### src/rtl/dmad_pkg.sv
package dmad_pkg;

    localparam int REG_W = 32;

    typedef enum logic [1:0] {
        SLOT_SRC = 2'd0,
        SLOT_DST = 2'd1,
        SLOT_CNT = 2'd2,
        SLOT_CTL = 2'd3
    } slot_e;

    localparam logic [3:0] CODE_EXT     = 4'h0;
    localparam logic [3:0] CODE_SER_TX  = 4'h8;
    localparam logic [3:0] CODE_SER_RX  = 4'h9;
    localparam logic [3:0] CODE_FIFO_TX = 4'hA;
    localparam logic [3:0] CODE_FIFO_RX = 4'hB;
    localparam logic [3:0] CODE_TMR_MIN = 4'hC;

    typedef struct packed {
        logic tmr;
        logic fifo_rx;
        logic fifo_tx;
        logic ser_rx;
        logic ser_tx;
        logic ext;
    } evt_t;

    typedef struct packed {
        logic ie;
        logic te;
        logic de;
    } flags_t;

    function automatic logic code_hit(input logic [3:0] code, input evt_t ev);
        return (ev.ext     && code == CODE_EXT)
            || (ev.ser_tx  && code == CODE_SER_TX)
            || (ev.ser_rx  && code == CODE_SER_RX)
            || (ev.fifo_tx && code == CODE_FIFO_TX)
            || (ev.fifo_rx && code == CODE_FIFO_RX)
            || (ev.tmr     && code >= CODE_TMR_MIN);
    endfunction

    function automatic logic chan_live(input flags_t f);
        return f.de && !f.te;
    endfunction

    function automatic logic glob_live(input logic [2:0] op);
        return op == 3'b001;
    endfunction

endpackage

### src/rtl/dmad_regs.sv
module dmad_regs
    import dmad_pkg::*;
#(
    parameter int NUM_CH = 4,
    parameter int LOC_W  = 12,
    parameter int CNT_W  = 24
) (
    input  logic                    clk,
    input  logic                    rst,
    input  logic                    wr_en,
    input  logic [LOC_W-1:0]        addr,
    input  logic [REG_W-1:0]        wr_data,
    input  logic [NUM_CH-1:0]       xfer_end,
    output logic [REG_W-1:0]        rd_data,
    output logic [NUM_CH-1:0][3:0]  ch_code,
    output flags_t [NUM_CH-1:0]     ch_flags,
    output logic [2:0]              op_low
);
    localparam int SEL_W = LOC_W - 4;
    localparam logic [LOC_W-1:0] OP_LOC = LOC_W'(NUM_CH * 16);

    logic [SEL_W-1:0] sel;
    slot_e            slot;
    logic             aligned;
    logic [REG_W-1:0] op_q;
    logic [NUM_CH-1:0][REG_W-1:0] chan_rd;

    assign sel     = addr[LOC_W-1:4];
    assign slot    = slot_e'(addr[3:2]);
    assign aligned = (addr[1:0] == 2'b00);
    assign op_low  = op_q[2:0];

    always_ff @(posedge clk) begin
        if (rst)
            op_q <= '0;
        else if (wr_en && addr == OP_LOC)
            op_q <= wr_data;
    end

    for (genvar g = 0; g < NUM_CH; g++) begin : g_ch
        logic [REG_W-1:0] src_q, dst_q, ctl_q, ctl_nxt, view;
        logic [CNT_W-1:0] cnt_q;
        logic             hit;

        assign hit = wr_en && aligned && (sel == SEL_W'(g));

        always_comb begin
            ctl_nxt = ctl_q;
            if (hit && slot == SLOT_CTL)
                ctl_nxt = wr_data;
            if (xfer_end[g])
                ctl_nxt[1] = 1'b1;
        end

        always_ff @(posedge clk) begin
            if (rst) begin
                src_q <= '0;
                dst_q <= '0;
                cnt_q <= '0;
                ctl_q <= '0;
            end else begin
                if (hit && slot == SLOT_SRC) src_q <= wr_data;
                if (hit && slot == SLOT_DST) dst_q <= wr_data;
                if (hit && slot == SLOT_CNT) cnt_q <= wr_data[CNT_W-1:0];
                ctl_q <= ctl_nxt;
            end
        end

        always_comb begin
            case (slot)
                SLOT_SRC: view = src_q;
                SLOT_DST: view = dst_q;
                SLOT_CNT: view = {{(REG_W-CNT_W){1'b0}}, cnt_q};
                default:  view = ctl_q;
            endcase
        end

        assign chan_rd[g]  = view;
        assign ch_code[g]  = ctl_q[11:8];
        assign ch_flags[g] = flags_t'(ctl_q[2:0]);
    end

    always_comb begin
        rd_data = '0;
        if (addr == OP_LOC)
            rd_data = op_q;
        for (int i = 0; i < NUM_CH; i++)
            if (aligned && sel == SEL_W'(i))
                rd_data = chan_rd[i];
    end

endmodule

### src/rtl/dmad_route.sv
module dmad_route
    import dmad_pkg::*;
#(
    parameter int NUM_CH = 4
) (
    input  logic                   clk,
    input  logic                   rst,
    input  logic                   glob_en,
    input  evt_t                   ev,
    input  logic [NUM_CH-1:0][3:0] ch_code,
    input  logic [NUM_CH-1:0]      ch_live,
    output logic [NUM_CH-1:0]      start
);
    logic [NUM_CH-1:0] fire;

    for (genvar g = 0; g < NUM_CH; g++) begin : g_match
        assign fire[g] = glob_en && ch_live[g] && code_hit(ch_code[g], ev);
    end

    always_ff @(posedge clk) begin
        if (rst)
            start <= '0;
        else
            start <= fire;
    end

endmodule

### src/rtl/dma_req_dispatch.sv
module dma_req_dispatch
    import dmad_pkg::*;
#(
    parameter int NUM_CH = 4,
    parameter int LOC_W  = 12,
    parameter int CNT_W  = 24
) (
    input  logic              clk,
    input  logic              rst,
    input  logic              wr_en,
    input  logic [LOC_W-1:0]  addr,
    input  logic [31:0]       wr_data,
    output logic [31:0]       rd_data,
    input  logic              ev_ext,
    input  logic              ev_ser_tx,
    input  logic              ev_ser_rx,
    input  logic              ev_fifo_tx,
    input  logic              ev_fifo_rx,
    input  logic              ev_tmr,
    input  logic [NUM_CH-1:0] xfer_end,
    output logic [NUM_CH-1:0] start,
    output logic [NUM_CH-1:0] irq
);
    logic [NUM_CH-1:0][3:0] ch_code;
    flags_t [NUM_CH-1:0]    ch_flags;
    logic [2:0]             op_low;
    logic                   glob_en;
    logic [NUM_CH-1:0]      ch_live;
    evt_t                   evt;

    assign evt     = '{tmr: ev_tmr, fifo_rx: ev_fifo_rx, fifo_tx: ev_fifo_tx,
                       ser_rx: ev_ser_rx, ser_tx: ev_ser_tx, ext: ev_ext};
    assign glob_en = glob_live(op_low);

    dmad_regs #(.NUM_CH(NUM_CH), .LOC_W(LOC_W), .CNT_W(CNT_W)) u_regs (
        .clk      (clk),
        .rst      (rst),
        .wr_en    (wr_en),
        .addr     (addr),
        .wr_data  (wr_data),
        .xfer_end (xfer_end),
        .rd_data  (rd_data),
        .ch_code  (ch_code),
        .ch_flags (ch_flags),
        .op_low   (op_low)
    );

    for (genvar g = 0; g < NUM_CH; g++) begin : g_irq
        assign ch_live[g] = chan_live(ch_flags[g]);
        assign irq[g]     = ch_flags[g].ie && ch_flags[g].te;
    end

    dmad_route #(.NUM_CH(NUM_CH)) u_route (
        .clk     (clk),
        .rst     (rst),
        .glob_en (glob_en),
        .ev      (evt),
        .ch_code (ch_code),
        .ch_live (ch_live),
        .start   (start)
    );

endmodule

### config.mk
export PLATFORM = sky130hd
export DESIGN_NAME = dma_req_dispatch
export DESIGN_NICKNAME = d
export VERILOG_FILES = /design/src/rtl/dmad_pkg.sv /design/src/rtl/dmad_regs.sv /design/src/rtl/dmad_route.sv /design/src/rtl/dma_req_dispatch.sv
export SDC_FILE = /design/constraint.sdc
export NUM_CORES = 1
export LEC_CHECK = 0
export BUFFER_PORTS_ARGS = -buffer_cell sky130_fd_sc_hd__clkbuf_2
export CAP_MARGIN = 20
export CELL_PAD_IN_SITES_DETAIL_PLACEMENT = 1
export CELL_PAD_IN_SITES_GLOBAL_PLACEMENT = 1
export CORE_MARGIN = 4
export CORE_UTILIZATION = 46
export DETAILED_ROUTE_END_ITERATION = 10
export MAX_ROUTING_LAYER = met4
export PLACE_DENSITY = 0.79
export SLEW_MARGIN = 15
export SYNTH_ARGS = -nofsm -noshare
export SYNTH_HDL_FRONTEND = slang
export SYNTH_SLANG_ARGS = --single-unit
### constraint.sdc
create_clock -name clk -period 2.8 [get_ports clk]
set_input_delay 0.56 -clock clk [delete_from_list [all_inputs] [get_ports clk]]
set_output_delay 0.56 -clock clk [all_outputs]
set_load 0.02 [all_outputs]
# == Word level (Yosys, flattened, before mapping) ==
# Index checks and enable logic that the tools add are counted.
# classes
order_cmp,4
eq_ne,24
n_reduce_logical,101
muxes,17
# ops
operator,count
32-bit case mux with 3 select lines,4
32-bit two-way mux,5
1-bit logical AND,66
4-bit equality test (second input constant),16
1-bit logical OR,20
8-bit by 2-bit equality test with 1-bit output (second input constant),2
4-bit >= comparator (second input constant),4
4-bit logical NOT,4
12-bit by 7-bit equality test with 1-bit output (second input constant),1
8-bit by 1-bit equality test with 1-bit output (second input constant),1
8-bit logical NOT,1
2-bit two-way mux,4
2-bit nonzero test,4
2-bit equality test (second input constant),2
1-bit logical NOT,4
2-bit logical NOT,2
1-bit two-way mux,4
3-bit by 1-bit equality test with 1-bit output (second input constant),1
2-bit by 1-bit equality test with 1-bit output (second input constant),1
# word_totals
ff_bits,516

# == Longest topological paths before layout ==
# Gate-level depths: netlist (run 1).
# depth
word_depth,8
depth_mapped,9
depth_no_buf,5

# == By module ==
# A second synthesis (run 1) with hierarchy kept.
# unflattened
hier_cells,2502
area_unflattened_um2,24428.4
# modules_own_cells
module,instances,cells_per_inst,seq_area_each_um2,area_per_inst_um2
dmad_regs,1,2452,10249.8,24013.0
dmad_route,1,41,80.1,352.8
dma_req_dispatch,1,9,0.0,62.6

# == Least setup slack after synthesis (run 1) ==
# OpenSTA, ideal clock, no wires.
# synth_timing
path_type,in2out
start,in addr[4]
end,out rd_data[24]
cell_stages,7
required_ps,2240
arrival_ps,2671
slack_ps,-431
n_path_buf,3
path_cell_list,buf_2 nor4_1 and2_1 buf_2 buf_2 a21oi_1 a2111oi_0
# synth_between
elab_chain_cells,6
word_cells_on_any_way,14
# synth_rtl
element,line_no,source
start: declaration,dma_req_dispatch.sv:11,"input logic [LOC_W-1:0] addr,"
12-bit by 7-bit equality test with 1-bit output or 8-bit logical NOT (tied branches),"dmad_regs.sv:85, dmad_regs.sv:88",
32-bit two-way mux or 1-bit logical AND (tied branches),"dmad_regs.sv:85, dmad_regs.sv:88",
32-bit two-way mux (3 in series),dmad_regs.sv:88,if (aligned && sel == SEL_W'(i))
32-bit two-way mux *,dmad_regs.sv:88,
end: declaration,dma_req_dispatch.sv:13,"output logic [31:0] rd_data,"
# Every way passes the cells marked *; elsewhere a longest branch is shown, timed or not.

# == Final worst setup path (run 1) ==
# layout_timing
start,in addr[1]
end,out rd_data[16]
# layout_between
elab_chain_cells,6
word_cells_on_any_way,11
# layout_rtl
element,line_no
12-bit by 7-bit equality test with 1-bit output or 2-bit logical NOT (tied branches),"dmad_regs.sv:85, dmad_regs.sv:30"
32-bit two-way mux or 1-bit logical AND (tied branches),"dmad_regs.sv:85, dmad_regs.sv:88"
32-bit two-way mux (3 in series),dmad_regs.sv:88
32-bit two-way mux *,dmad_regs.sv:88
# Marked as above.

==> flow_summary_export.csv, run 1 <==
group,metric,value,unit
run,maxCapViolCount,0,
clock_tree,numCtsBuffers,56,
sta,relSlewSlack,48.4,%
placement,hpwl,59.6,mm
clock_tree,clk_path_buf_depth,3,
detailed_routing,wire_per_inst,25.9,µm
sta,max_freq,0.347,GHz
detailed_routing,routed_via_density,6.19,
global_routing,grt_usage,35.1,%
sta,period_share,103,%
clock_tree,cts_tree,"yes",
power_and_ir_drop,vdd_drop_max,0.434,mV
sta,rsz0062_at_grt,"true",
yosys,synth_cell_types,45,
global_routing,grt_antenna_before_repair,3,
setup_path,critPathArrivalTime,2.32,ns
setup_path,rr_worst_depth,4,
detailed_routing,dr_total_vias,22300,
clock_tree,cts.sinks,516,
detailed_routing,drtAntennaViolNets,0,
sta,worst_pin_slew,0.774,ns
setup_path,reg2reg_slack,1.33,ns
setup_path,worstPathMaxFanout,6,
setup_path,cp-end-kind,"primary output",
finish,fin_nets,2956,
setup_path,start_kind,"input port",
sta,hold_violations,0,
yosys,yosysTopAreaCell,"dfxtp_1",
placement,post-place-cells,3473,
yosys,seq_area_frac_synth,45.7,%
floorplan,num_rows,80,
finish,drive_above_1_share,20.6,%
sta,finalMaxSlewViolations,0,
yosys,synth_area_leaders,"dfxtp_1 46%, nand2_1 18%, a21oi_1 12%",
detailed_routing,routed_wl,93.5,mm
setup_path,r2r-end,"u_route.start[1]$_SDFF_PP0_",
global_routing,grt_max_degree,118,
placement,portBuffers,96,
power_and_ir_drop,p_leak,9.19,nW
floorplan,start_util,46.9,%
detailed_routing,remaining_drc_errors,0,
floorplan,die_w,230,µm
yosys,syn_area,22600,µm²
clock_tree,clock_latency,0.62,ns
placement,gp_congestion,0.936,
sta,fin_crit,2.88,ns
sta,setup_slack,-0.0805,ns
run_status,status,"finished with violations",
global_routing,overflow,0,
yosys,synth_nets,2870,
global_routing,first_global_vias,23400,
finish,utilization,57.4,%
setup_path,startpoint,"addr[1]",
floorplan,fp.dieH,230,µm
yosys,async_flop_share,0,%
yosys,synth.top_cell.area_share,45.7,%
sta,skew,0.00953,ns
clock_tree,postCtsHoldBufs,0,
clock_tree,path_clk_slew,0.07,ns
clock_tree,htreeDepth,2,
yosys,ys_ff_latch,516,
yosys,ys.warnings.count,0,
sta,setup_violations,12,
floorplan,core_area,48100,µm²
setup_path,crit_type,"in2out",
finish,fin_cells,3608,
yosys,synth_edf_count,0,
clock_tree,cts-root-buf,"clkbuf_16",
yosys,avgSynthCellArea,8.03,µm²
setup_path,endpoint,"rd_data[16]",
floorplan,ios,97,
yosys,syn_inst,2813,
power_and_ir_drop,power_density,580,nW/µm²
global_routing,grt_pass1_wl,140,mm
finish,area.growth.synth_to_final,22.4,%
floorplan,dieArea,52700,µm²
hold_path,hp-class,"in2reg",
setup_path,cp.required,2.24,ns
setup_path,r2r_start,"u_regs.op_q[1]$_SDFFE_PP0P_",
run_status,violations,"negative setup slack",
yosys,ys.flop_type,"dfxtp_1",
detailed_routing,drtIter0Drc,2149,
detailed_routing,dr.pass1.iters,5,
==> cells in the mapped netlist, drive strengths merged, types with 5 or more instances <==
library cell / n
a2111oi: 6
nand3: 19
mux2i: 51
nand2: 1068
a221o: 5
buf: 86
mux4: 91
and2: 9
or2: 6
inv: 6
o21ai: 31
a221oi: 8
o22ai: 5
o221ai: 11
o21a: 11
o2111ai: 7
o211ai: 17
a22oi: 9
nor2: 33
clkbuf: 192
nor3: 12
nand4: 6
nand3b: 5
mux2: 23
dfxtp: 516
a21oi: 551
==> worst max-delay path: stages <==
cell and delay, ns:
buf_4 0.14, or3_4 0.43, or3_4 0.44, buf_8 0.18
o221ai_2 0.13, o21a_1 0.25, clkbuf_8 0.18
==> placed cells by master, fill, tap and decap left out, types with 8 or more instances in the layout <==
cell type	count
nor2_2	10
buf_6	19
mux4_2	91
a21oi_2	11
o211ai_1	17
clkbuf_1	15
buf_12	32
buf_8	8
o21ai_1	9
clkbuf_8	19
nor2_1	15
nand2_1	1067
nor2_4	8
o21ai_0	16
clkinv_2	16
dfxtp_1	513
a21oi_1	539
clkbuf_2	62
nand3_1	17
o221ai_2	8
buf_4	162
mux2i_1	46
clkbuf_16	61
mux2_2	22
o21a_1	11
==> metal layers <==
layer | vias up | global-route usage [%] | part of all wire (%)
met1 | 11200 | 42.6 | 38
met5 | - | - | 0
met3 | 357 | 4.34 | 7.3
met4 | 0 | 20.0 | 6.4
met2 | 1113 | 56.6 | 48
li1 | 9664 | - | -
==> how the worst min path moves through the flow <==
stage / from / to / slack (ns) / cells past startpoint
finish: xfer_end[0] / u_regs.g_ch[0].ctl_q[1]$_SDFFE_PP0P_ / 0.21 / 3
global route: xfer_end[0] / u_regs.g_ch[0].ctl_q[1]$_SDFFE_PP0P_ / 0.23 / 3
CTS: xfer_end[0] / u_regs.g_ch[0].ctl_q[1]$_SDFFE_PP0P_ / 0.20 / 3
detailed placement: u_regs.g_ch[1].ctl_q[18]$_SDFFE_PP0P_ / u_regs.g_ch[1].ctl_q[18]$_SDFFE_PP0P_ / 0.44 / 2
global placement: u_regs.g_ch[2].cnt_q[21]$_SDFFE_PP0P_ / u_regs.g_ch[2].cnt_q[21]$_SDFFE_PP0P_ / 0.44 / 2
floorplan: u_regs.g_ch[2].ctl_q[12]$_SDFFE_PP0P_ / u_regs.g_ch[2].ctl_q[12]$_SDFFE_PP0P_ / 0.43 / 2
==> cell type report <==
| type | instances | area [µm²] |
|---|---|---|
| antenna | 5 | 12.5 |
| clock buffer | 83 | 1650 |
| clock inverter | 23 | 279 |
| timing repair buffer | 306 | 2930 |
| fill | 5664 | 20500 |
| multi-input combinational | 2012 | 11600 |
| sequential | 516 | 10300 |
| inverter | 7 | 27.5 |
| tap | 656 | 821 |
==> flip-flops by register name, indices dropped and copies added, names as in the netlist <==
| signal | cells |
|---|---|
| u_regs.op_q | 32 |
| u_regs.g_ch.dst_q | 128 |
| u_regs.g_ch.cnt_q | 96 |
| u_regs.g_ch.ctl_q | 128 |
| u_regs.g_ch.src_q | 128 |
| u_route.start | 4 |
==> per-stage QoR <==
stage               setup WS, ns  hold WS [ns]  setup TNS, ns  area [µm²]  power, W
finish                   -0.0805         0.215         -0.429       27600    0.0160
global route              -0.117         0.235          -1.47       27600    0.0165
CTS                      -0.0299         0.201         -0.131       27200    0.0160
detailed placement        -0.260         0.445          -4.88       24700   0.00827
global placement          -0.253         0.435          -3.56       24700   0.00826
floorplan                0.00358         0.429              0       22600   0.00794
==> timing repair <==
action / 4_1_cts / 5_1_grt
cloned: 5 / 2
gates resized for setup: 98 / 96
endpoints found under the hold margin: 0 / 0
pin swaps: 16 / 15
setup buffers: 8 / 9
setup endpoints to repair: 31 / 31
==> cell families after synthesis <==
group / synth area share [%]
and+or+nand+nor: 20.6
AOI/OAI and AO/OA: 15.9
DFF: 45.7
buffers and inverters: 5.27
muxes: 12.5
==> report_power, final <==
part / internal, W / total [W] / switching [W]
Combinational: 0.000295 / 0.000875 / 0.000580
Clock: 0.00461 / 0.00780 / 0.00319
Sequential: 0.00734 / 0.00735 / 0.00000400
Total: 0.0123 / 0.0160 / 0.00377
Power figures use the tool's default switching activity.
==> run 2: changes to the inputs <==
--- a/config.mk
+++ b/config.mk
@@ -14,6 +14,7 @@
 export DETAILED_ROUTE_END_ITERATION = 10
 export MAX_ROUTING_LAYER = met4
 export PLACE_DENSITY = 0.79
+export SKIP_LAST_GASP = 1
 export SLEW_MARGIN = 15
 export SYNTH_ARGS = -nofsm -noshare
 export SYNTH_HDL_FRONTEND = slang
==> run 2 against run 1 <==
The flow still finishes with violations (negative setup slack). Cell area fell by 0.16%. Die area stayed put. Count of clock-buffer cells in the layout is the same. Utilization decreased by 0.094 points. Power is essentially flat. Via count fell by 0.26%. Combinational power about the same. Clock skew is 0.0029 ns lower. Sequential power is essentially flat. Critical path type unchanged. Critical endpoint unchanged. Largest cell class unchanged. Highest routed layer unchanged.
==> flow_summary_export.csv, run 2 (synthesized netlist as in run 1, its figures left out) <==
group,metric,value,unit
run_status,status,"finished with violations",
run_status,violations,"negative setup slack",
detailed_routing,routed_via_density,6.18,
floorplan,ios,97,
placement,gp_congestion,0.936,
setup_path,critPathArrivalTime,2.36,ns
placement,pre_cts_ws,-0.260,ns
power_and_ir_drop,p_int,0.0123,W
sta,rsz0062_at_grt,"true",
floorplan,fp.dieH,230,µm
detailed_routing,dr_total_vias,22300,
sta,setup_violations,22,
setup_path,crit_top_cell,"buf_6",
sta,max_freq,0.343,GHz
global_routing,grt_pass1_wl,140,mm
finish,fin_cells,3606,
detailed_routing,dr.pass1.iters,6,
power_and_ir_drop,switching_share,23.5,%
setup_path,path_depth,9,
setup_path,crit_type,"in2out",
floorplan,num_rows,80,
floorplan,dieArea,52700,µm²
sta,finalMaxSlewViolations,0,
sta,setup_slack,-0.120,ns
setup_path,worstPathCellList,"buf_6, nor4_4, buf_6, nand2_4, or3_4, buf_8, o221ai_2, o21a_1, clkbuf_8",
finish,final_cell_mix,"1067 x nand2_1, 540 x a21oi_1, 513 x dfxtp_1, 161 x buf_4, 91 x mux4_2",
clock_tree,postCtsHoldBufs,0,
setup_path,cp-end-kind,"primary output",
floorplan,die_w,230,µm
floorplan,start_util,46.9,%
clock_tree,cts.sinks,516,
setup_path,max_stage_delay,0.39,ns
detailed_routing,wire_per_inst,25.9,µm
clock_tree,clk_path_buf_depth,3,
clock_tree,cts_tree,"yes",
setup_path,worstPathMaxFanout,6,
global_routing,use_met1,42.6,%
sta,hold_ws,0.210,ns
detailed_routing,drtIter0Drc,2136,
power_and_ir_drop,seq_power_share,45.9,%
placement,post-place-cells,3473,
global_routing,grt_usage,35.1,%
sta,hold_violations,0,
setup_path,slowest_stage,"or3_4",
finish,final_common_cell,"nand2_1",
power_and_ir_drop,clkPwrFrac,48.7,%
detailed_routing,routed_wl,93.3,mm
sta,setup_tns,-0.979,ns
setup_path,cp.required,2.24,ns
setup_path,start_kind,"input port",
clock_tree,clock_latency,0.62,ns
finish,area.growth.synth_to_final,22.2,%
setup_path,path_buf_inv,4,
finish,largestRegisters,"u_regs.g_ch.ctl_q x128, u_regs.g_ch.dst_q x128, u_regs.g_ch.src_q x128",
setup_path,crit_family,"simple AND/OR/NAND/NOR gates",
power_and_ir_drop,p_switching,0.00377,W
power_and_ir_drop,vdd_drop_max,0.434,mV
run,maxCapViolCount,0,
sta,period_share,104,%
hold_path,hp-class,"in2reg",
sta,relSlewSlack,47.5,%
floorplan,core_area,48100,µm²
clock_tree,numCtsBuffers,56,
global_routing,overflow,0,
hold_path,holdPathStages,3,
clock_tree,htreeDepth,2,
power_and_ir_drop,power_density,580,nW/µm²
global_routing,grt_util_met2,56.6,%
power_and_ir_drop,p_comb_share,5.4,%
setup_path,rr_worst_depth,4,
finish,fin_nets,2955,
global_routing,first_global_vias,23400,
finish,drive_above_1_share,20.5,%
global_routing,grt_max_degree,118,
placement,portBuffers,96,
clock_tree,cts-root-buf,"clkbuf_16",
sta,worst_pin_slew,0.788,ns
global_routing,busiest_layer,"met2",
global_routing,grt_antenna_before_repair,3,
detailed_routing,remaining_drc_errors,0,
sta,skew,0.00663,ns
detailed_routing,drtAntennaViolNets,0,
power_and_ir_drop,p_leak,9.18,nW
placement,hpwl,59.6,mm
global_routing,grt.met3_usage,4.40,%
clock_tree,path_clk_slew,0.07,ns
sta,fin_crit,2.92,ns
## run 2: changes by cell type in the layout (fill, tap and decap cells not counted), sizes merged
cell / previous run / this run
clkbuf: 158 / 159
diode: 5 / 4
buf: 229 / 227
## run 2: layout make-up
class | count | area (µm²)
multi-input combinational | 2012 | 11600
timing repair buffer | 305 | 2920
antenna | 4 | 10.0
sequential | 516 | 10300
clock buffer | 83 | 1650
fill | 5673 | 20500
tap | 656 | 821
inverter | 7 | 27.5
clock inverter | 23 | 279
## run 2: worst register-to-register path: cells and delay by family (launching register included)
family	cells	cell delay, ns
flip-flops	1	0.34
buffers and inverters	1	0.22
AND/OR/NAND/NOR	3	0.78
## run 2: power groups by stage
| stage | combinational [W] | clock [W] | sequential [W] |
|---|---|---|---|
| detailed placement | 0.000759 | 0 | 0.00751 |
| global route | 0.000906 | 0.00819 | 0.00734 |
| global placement | 0.000745 | 0 | 0.00751 |
| floorplan | 0.000428 | 0 | 0.00751 |
| CTS | 0.000810 | 0.00785 | 0.00735 |
| finish | 0.000872 | 0.00780 | 0.00735 |
## run 2: final timing paths
kind / start / end / slack (ns)
hold / removal: xfer_end[0] / u_regs.g_ch[0].ctl_q[1]$_SDFFE_PP0P_ / 0.21
setup reg to reg: u_regs.op_q[1]$_SDFFE_PP0P_ / u_route.start[1]$_SDFF_PP0_ / 1.35
setup / recovery: addr[9] / rd_data[16] / -0.12
hold reg to reg: u_regs.g_ch[3].ctl_q[7]$_SDFFE_PP0P_ / u_regs.g_ch[3].ctl_q[7]$_SDFFE_PP0P_ / 0.45
## run 2: stage by stage
step	area (µm²)	utilization, %	total power [W]
CTS	27200	56.4	0.0160
floorplan	22600	-	0.00794
detailed placement	24700	51.3	0.00827
finish	27600	57.3	0.0160
global placement	24700	51.3	0.00826
global route	27600	57.3	0.0164
## run 2: layer usage
layer | share of wire, % | vias up
met1 | 38 | 11200
li1 | - | 9658
met3 | 7.4 | 343
met2 | 48 | 1101
met5 | 0 | -
met4 | 6.5 | 0
## run 2: timing repair
| item | in CTS | in global routing |
|---|---|---|
| pin swaps | 16 | 14 |
| resized for setup | 95 | 89 |
| setup endpoints to repair | 31 | 31 |
| buffers inserted | 8 | 8 |
| cloned | 5 | 2 |
